**src/rtl/phy_reg_access.sv**
```systemverilog
module phy_reg_access #(
  parameter int          POLL_DIV = 4,
  parameter int          POLL_MAX = 10,
  parameter int          HOLD_CYC = 200,
  parameter logic [15:0] OVR_ADDR = 16'h1005,
  parameter logic [15:0] OVR_MASK = 16'h0028
) (
  input  logic        clk,
  input  logic        rst_n,
  input  logic        rd_en,
  input  logic        wr_en,
  input  logic        rxrst_en,
  input  logic [15:0] addr,
  input  logic [15:0] wdata,
  output logic [15:0] rdata,
  output logic        done,
  output logic        error,
  output logic        busy,
  output logic [31:0] phy_ctrl,
  input  logic [31:0] phy_stat
);
  localparam int DIVW = (POLL_DIV > 1) ? $clog2(POLL_DIV) : 1;
  localparam int PW   = (POLL_MAX > 1) ? $clog2(POLL_MAX) : 1;
  localparam int HW   = (HOLD_CYC > 1) ? $clog2(HOLD_CYC) : 1;

  typedef enum logic [3:0] {
    S_IDLE, S_ASET, S_ACAP, S_AREL, S_WSET, S_WCAP, S_WREL,
    S_WSTB, S_WEND, S_RSTB, S_RREL, S_FIN, S_HOLD
  } st_t;

  st_t             st, nxt;
  logic [15:0]     addr_q, data_q, rdata_q;
  logic            is_wr, comp, done_q, err_q;
  logic [1:0]      cstage;
  logic [DIVW-1:0] div_q;
  logic [PW-1:0]   poll_q;
  logic [HW-1:0]   hold_q;

  wire ack     = phy_stat[16];
  wire waiting = st inside {S_ACAP, S_AREL, S_WCAP, S_WREL, S_WSTB, S_WEND, S_RSTB, S_RREL};
  wire want_hi = st inside {S_ACAP, S_WCAP, S_WSTB, S_RSTB};
  wire sample  = waiting && (div_q == DIVW'(POLL_DIV - 1));
  wire hit     = sample && (ack == want_hi);
  wire tmo     = sample && !hit && (poll_q == PW'(POLL_MAX - 1));

  logic unused_stat;
  assign unused_stat = ^phy_stat[31:17];

  always_comb begin
    case (st)
      S_ASET, S_AREL:         phy_ctrl = {16'h0, addr_q};
      S_ACAP:                 phy_ctrl = {12'h0, 4'b0001, addr_q};
      S_WSET, S_WREL, S_WEND: phy_ctrl = {16'h0, data_q};
      S_WCAP:                 phy_ctrl = {12'h0, 4'b0010, data_q};
      S_WSTB:                 phy_ctrl = 32'h0004_0000;
      S_RSTB:                 phy_ctrl = 32'h0008_0000;
      default:                phy_ctrl = 32'h0;
    endcase
  end

  always_comb begin
    case (st)
      S_ACAP:  nxt = S_AREL;
      S_AREL:  nxt = is_wr ? S_WSET : S_RSTB;
      S_WCAP:  nxt = S_WREL;
      S_WREL:  nxt = S_WSTB;
      S_WSTB:  nxt = S_WEND;
      S_RSTB:  nxt = S_RREL;
      default: nxt = S_FIN;
    endcase
  end

  always_ff @(posedge clk) begin
    if (!rst_n) begin
      st      <= S_IDLE;
      addr_q  <= '0;
      data_q  <= '0;
      rdata_q <= '0;
      is_wr   <= 1'b0;
      comp    <= 1'b0;
      cstage  <= '0;
      div_q   <= '0;
      poll_q  <= '0;
      hold_q  <= '0;
      done_q  <= 1'b0;
      err_q   <= 1'b0;
    end else begin
      done_q <= 1'b0;
      err_q  <= 1'b0;
      if (waiting) begin
        if (hit) begin
          st     <= nxt;
          div_q  <= '0;
          poll_q <= '0;
          if (st == S_RSTB) rdata_q <= phy_stat[15:0];
        end else if (tmo) begin
          st     <= S_IDLE;
          comp   <= 1'b0;
          done_q <= 1'b1;
          err_q  <= 1'b1;
          div_q  <= '0;
          poll_q <= '0;
        end else if (sample) begin
          poll_q <= poll_q + 1'b1;
          div_q  <= '0;
        end else begin
          div_q <= div_q + 1'b1;
        end
      end else begin
        case (st)
          S_IDLE: begin
            if (rxrst_en) begin
              comp   <= 1'b1;
              cstage <= 2'd0;
              is_wr  <= 1'b0;
              addr_q <= OVR_ADDR;
              st     <= S_ASET;
            end else if (wr_en) begin
              is_wr  <= 1'b1;
              addr_q <= addr;
              data_q <= wdata;
              st     <= S_ASET;
            end else if (rd_en) begin
              is_wr  <= 1'b0;
              addr_q <= addr;
              st     <= S_ASET;
            end
          end
          S_ASET: st <= S_ACAP;
          S_WSET: st <= S_WCAP;
          S_FIN: begin
            if (!comp) begin
              st     <= S_IDLE;
              done_q <= 1'b1;
            end else begin
              case (cstage)
                2'd0: begin
                  data_q <= rdata_q | OVR_MASK;
                  is_wr  <= 1'b1;
                  cstage <= 2'd1;
                  st     <= S_ASET;
                end
                2'd1: begin
                  cstage <= 2'd2;
                  hold_q <= '0;
                  st     <= S_HOLD;
                end
                2'd2: begin
                  data_q <= rdata_q & ~OVR_MASK;
                  is_wr  <= 1'b1;
                  cstage <= 2'd3;
                  st     <= S_ASET;
                end
                default: begin
                  comp   <= 1'b0;
                  st     <= S_IDLE;
                  done_q <= 1'b1;
                end
              endcase
            end
          end
          S_HOLD: begin
            if (hold_q == HW'(HOLD_CYC - 1)) begin
              is_wr <= 1'b0;
              st    <= S_ASET;
            end else begin
              hold_q <= hold_q + 1'b1;
            end
          end
          default: st <= S_IDLE;
        endcase
      end
    end
  end

  assign rdata = rdata_q;
  assign done  = done_q;
  assign error = err_q;
  assign busy  = (st != S_IDLE);
endmodule


```
**config.mk**
```make
export PLATFORM = sky130hd
export DESIGN_NAME = phy_reg_access
export DESIGN_NICKNAME = d
export VERILOG_FILES = /design/src/rtl/phy_reg_access.sv
export SDC_FILE = /design/constraint.sdc
export NUM_CORES = 1
export LEC_CHECK = 0
export ABC_AREA = 0
export CAP_MARGIN = 20
export CORE_MARGIN = 10
export CORE_UTILIZATION = 40
export DETAILED_ROUTE_END_ITERATION = 10
export GPL_ROUTABILITY_DRIVEN = 0
export GPL_TIMING_DRIVEN = 0
export PLACE_DENSITY = 0.7
export SLEW_MARGIN = 20
export SYNTH_ARGS = -nofsm -noshare
export SYNTH_HDL_FRONTEND = slang
export SYNTH_SLANG_ARGS = --single-unit
```
**constraint.sdc**
```tcl
create_clock -name clk -period 3.05 [get_ports clk]
set_input_delay 0.61 -clock clk [delete_from_list [all_inputs] [get_ports clk]]
set_output_delay 0.61 -clock clk [all_outputs]
set_load 0.03 [all_outputs]
```
## Word-level counts from Yosys, hierarchy flattened

Index checks and enable logic that the tools add are counted.

| operators by class | value |
|---|---|
| bitwise gates (word level) | 1 |
| reductions and logical operators | 30 |
| equality and inequality tests | 35 |
| add/sub/neg operators | 3 |
| muxes and demuxes | 55 |

Operators with widths:

| kind | count |
|---|---|
| $pmux 20 s6 | 1 |
| $mux 16 | 6 |
| $pmux 16 s2 | 2 |
| $mux 4 | 12 |
| $eq 4x4->1 const B | 6 |
| $mux 8 | 3 |
| $pmux 4 s6 | 1 |
| $pmux 4 s5 | 1 |
| $mux 1 | 18 |
| $ne 2x2->1 const B | 9 |
| $eq 4x3->1 const B | 4 |
| $pmux 8 s2 | 1 |
| $reduce_and 6->1 | 2 |
| $reduce_bool 3->1 | 4 |
| $mux 2 | 5 |
| $reduce_and 5->1 | 2 |
| $ne 3x3->1 const B | 3 |
| $reduce_and 3->1 | 3 |
| $add 8x1->8 const B | 1 |
| $eq 4x2->1 const B | 2 |
| $eq 8x8->1 const B | 1 |
| $ne 4x4->1 const B | 2 |
| $pmux 4 s2 | 1 |
| $reduce_bool 4->1 | 2 |
| 24 further kinds | 32 |

| word-level totals | value |
|---|---|
| register bits after elaboration | 72 |
| output and inout port bits | 51 |
| input port bits | 69 |

## Longest topological paths before layout

| logic depth | value |
|---|---|
| depth in word-level cells | 10 |
| mapped depth | 8 |
| depth with buffers taken out | 7 |

## Worst setup path before layout

OpenSTA, ideal clock, no wires.

| path | value |
|---|---|
| path type | register to output |
| from | register st[3] |
| to | output port phy_ctrl[11] |
| stages on the path, launching flop included | 6 |
| arrival time | 1.825 ns |
| setup slack | 0.615 ns |
| data required time | 2.440 ns |
| path buffers | 3 |
| cells stage by stage | dfxtp_1 > buf_4 > clkbuf_1 > nor3_1 > clkbuf_1 > a22o_1 |

| between the ends | value |
|---|---|
| word-level cells in the longest chain between the ends | 3 |
| elaborated cells between the ends (all ways) | 12 |
| those cells by class | eq/ne (9); mux (1); reduce/logical (2) |

Ends and longest elaborated chain:

| element | line | RTL |
|---|---|---|
| from (decl) | 31 | `st_t st, nxt;` |
| from (signal assigned) | 92 | `st <= nxt;` |
| $eq 4x3->1, or another cell as far along | 50 | `case (st)` |
| $reduce_or 3->1 or $reduce_or 2->1 (tied branches) | 50 |  |
| $pmux 20 s6 * | 50 |  |
| to (decl) | 19 | `output logic [31:0] phy_ctrl,` |

Every way passes the cells marked *; elsewhere a longest branch is shown, timed or not.

## Final worst setup path

| path | value |
|---|---|
| from | register st[0] |
| to | output port phy_ctrl[0] |

Same word-level chain as after synthesis.

==> results.yml <==
floorplan:
  floorplan.core_area_um2: 9640
  floorplan.initialDensity_pct: 40.6
  area_of_the_die_um2: 14100
  floorplan.rows: 36
  design.portCount: 120
  floorplan.die.width_um: 119
  die_height_um: 119
critical_path:
  setup.worst_path.class: "reg -> out"
  cp_data_arrival_time_ns: 2.29
  critPathCaptureType: "output pin"
  crit_path_start_kind: "flop"
  critPathMaxFanout: 10
  worst-endpoint-required_ns: 2.44
clock_tree:
  cts.path.max_buffers: 2
  root_buffer: "clkbuf_8"
  htree_levels: 3
  worstSkewPairLatency_ns: 0.35
  cts_tree: "built"
  clock_buffers_created_by_tritoncts: 9
  cts_hold_buffers: 0
  tritoncts_num_sinks: 72
  clkSlewWorstSetupHoldPaths_ns: 0.08
grt:
  antenna_violations_before_repair: 0
  global_route_wire_length_before_repair_um: 19800
  first_global_vias: 3782
  gr-total-overflow: 0
  globalRouteTotalUtil_pct: 16.7
  grt_start_max_net_pins: 15
timing:
  max_slew.worst_pin.slew_ns: 0.651
  hold_violations: 0
  finalCriticalPeriod_ns: 2.90
  post-route-period-util_pct: 95.1
  timing.final.setup_violations: 0
  finalSetupTns_ns: 0
  peak_clock_frequency_supported_by_timing_ghz: 0.345
  rsz_0062_raised_after_global_routing: "false"
  timing.slew.headroom_pct: 56.6
  finalMaxSlewViolations: 0
  finalClockSkew_ns: 0.0123
route:
  met1_length_um: 5460
  maxUsedRoutingLayer: "met4"
  drc_markers: 0
  routed_wl_um: 12300
  drt-wirelength-per-cell_um: 17.0
  vias: 3834
  drt_iter0_drc: 398
  first_pass_iters: 7
  wl_met3_um: 720
  met2RoutedLength_um: 5960
  antenna_left: 0
  routed_via_density: 5.29
finish:
  fill_cells: 930
  fin_util_pct: 54.3
  syn2layout_area_growth_pct: 33.7
  finish.net_count: 665
  final_layout_size_suffix_gt1_share_pct: 13.3
  insertedDiodeCount: 0
  layoutNonFillerInstCount: 725
yosys:
  share_of_the_synthesized_area_in_the_top_cell_type_pct: 36.8
  most_numerous_cell_types_in_the_synthesized_netlist: "nand2_1 (80), dfxtp_1 (72), nor2_1 (65), a21oi_1 (20), clkbuf_1 (19)"
  dominant_cells_by_area_after_synthesis: "dfxtp_1 (37%), nand2_1 (7.7%), nor2_1 (6.2%)"
  ys.warnings.count: 0
  post-synth-top-area-cell: "dfxtp_1"
  syn_avg_cell_area_um2: 8.26
  dominant_synthesized_flop_cell: "dfxtp_1"
  synth-async-reset-ratio_pct: 0
  postSynthRegisterBits: 72
  cell_count_after_synthesis: 474
  total_standard_cell_area_after_synthesis_um2: 3920
  synth_seq_area_share_pct: 36.8
  ys_types: 65
  synth_enable_flop_cells: 0
  yosysMostFrequentCell: "nand2_1"
power:
  vdd.ir_drop.worst_mv: 0.264
  power_leakage_uw: 0.00198
  power.density_nw_per_um2: 437
min_path:
  min-delay-path-class: "reg -> reg"
placement:
  dpl.cell_count: 707
  count_of_port_buffers_added_during_placement: 89
  detailedPlacementHpwl_um: 9450
run_status:
  status: "finished clean"
flow_run:
  drv_cap: 0
==> timing repair <==
action                     in CTS  in global routing
pin swaps                       1                  1
resized for setup              23                 23
buffers inserted                1                  1
setup endpoints to repair      16                 12
==> critical path: stages (launching register included) <==
cell and delay [ns]:
dfxtp_1 0.38, buf_6 0.15, buf_2 0.26, nor2_1 0.14, nor3_4 0.33, buf_4 0.18
a22o_1 0.11, dlygate4sd2_1 0.40
==> where the power goes <==
part	switching (uW)	internal (uW)	total, uW
logic	241	175	416
registers	29.7	979	1010
clock network	388	471	859
==> layer usage <==
layer	GRT usage, %	vias to the layer above
li1	-	1881
met1	20.9	1804
met2	28.4	132
met3	3.12	17
met4	5.19	0
met5	0	-
==> cells by family after synthesis <==
kind of cell	synth area share, %
AND/OR/NAND/NOR	23.5
multiplexers	4.60
adder cells (fa/ha/maj)	2.88
XOR/XNOR	1.79
AO/OA/AOI/OAI	22.2
buffers and inverters	8.09
flip-flops	36.8
other	0.0958
==> cell type report <==
class | count | area, um2 | share of cell area [%]
Multi-Input combinational cell | 354 | 2220 | 42.4
Sequential cell | 72 | 1440 | 27.5
Timing Repair Buffer | 91 | 851 | 16.3
Buffer | 46 | 277 | 5.28
Tap cell | 133 | 166 | 3.18
Clock buffer | 9 | 124 | 2.37
Clock inverter | 7 | 104 | 1.98
Inverter | 13 | 48.8 | 0.933
==> cell usage in the layout (no fill, tap or decap), types with 3 or more instances in the layout <==
cell type / instances
nand2_1: 80
dfxtp_1: 72
clkdlybuf4s50_1: 72
nor2_1: 65
a21oi_1: 20
mux2i_1: 18
buf_4: 17
a22o_1: 17
clkbuf_1: 16
a22oi_1: 15
a311oi_1: 14
inv_1: 12
conb_1: 12
clkbuf_2: 11
ha_1: 9
clkbuf_8: 9
a211oi_1: 8
buf_2: 7
o21ai_0: 7
nand3b_1: 7
xnor2_1: 7
nand3_1: 6
dlygate4sd2_1: 6
buf_6: 4
nand2b_1: 4
nor3_1: 4
or3_1: 4
nor2b_1: 3
o21bai_1: 3
nand4_1: 3
a31o_2: 3
or2_2: 3
clkinv_4: 3
==> worst paths after layout <==
kind                            to  cells after the start                  start  slack (ns)
max reg2reg     st[3]$_SDFFE_PN0P_                      7     st[3]$_SDFFE_PN0P_        0.76
min          rdata[3]$_SDFFE_PN0P_                      2  rdata[3]$_SDFFE_PN0P_        0.47
max                    phy_ctrl[0]                      7     st[0]$_SDFFE_PN0P_        0.15
min reg2reg  rdata[3]$_SDFFE_PN0P_                      2  rdata[3]$_SDFFE_PN0P_        0.47
==> through the flow <==
| step | hold slack [ns] | power, uW | setup slack, ns | instance area, um2 |
|---|---|---|---|---|
| final | 0.471 | 2280 | 0.148 | 5230 |
| after global routing | 0.513 | 2380 | 0.0109 | 5230 |
| after CTS | 0.475 | 2290 | 0.00980 | 5260 |
| after detailed placement | 0.463 | 1440 | -0.424 | 5010 |
| after global placement | 0.446 | 1430 | -0.436 | 5010 |
| after floorplan | 0.449 | 1280 | 0.615 | 3960 |
==> flip-flops by register name, indices dropped and copies added, names as in the netlist <==
register / cells
addr_q: 16
comp: 1
cstage: 2
data_q: 16
div_q: 2
done: 1
error: 1
hold_q: 8
is_wr: 1
poll_q: 4
rdata: 16
st: 4
Power figures use the tool's default switching activity.
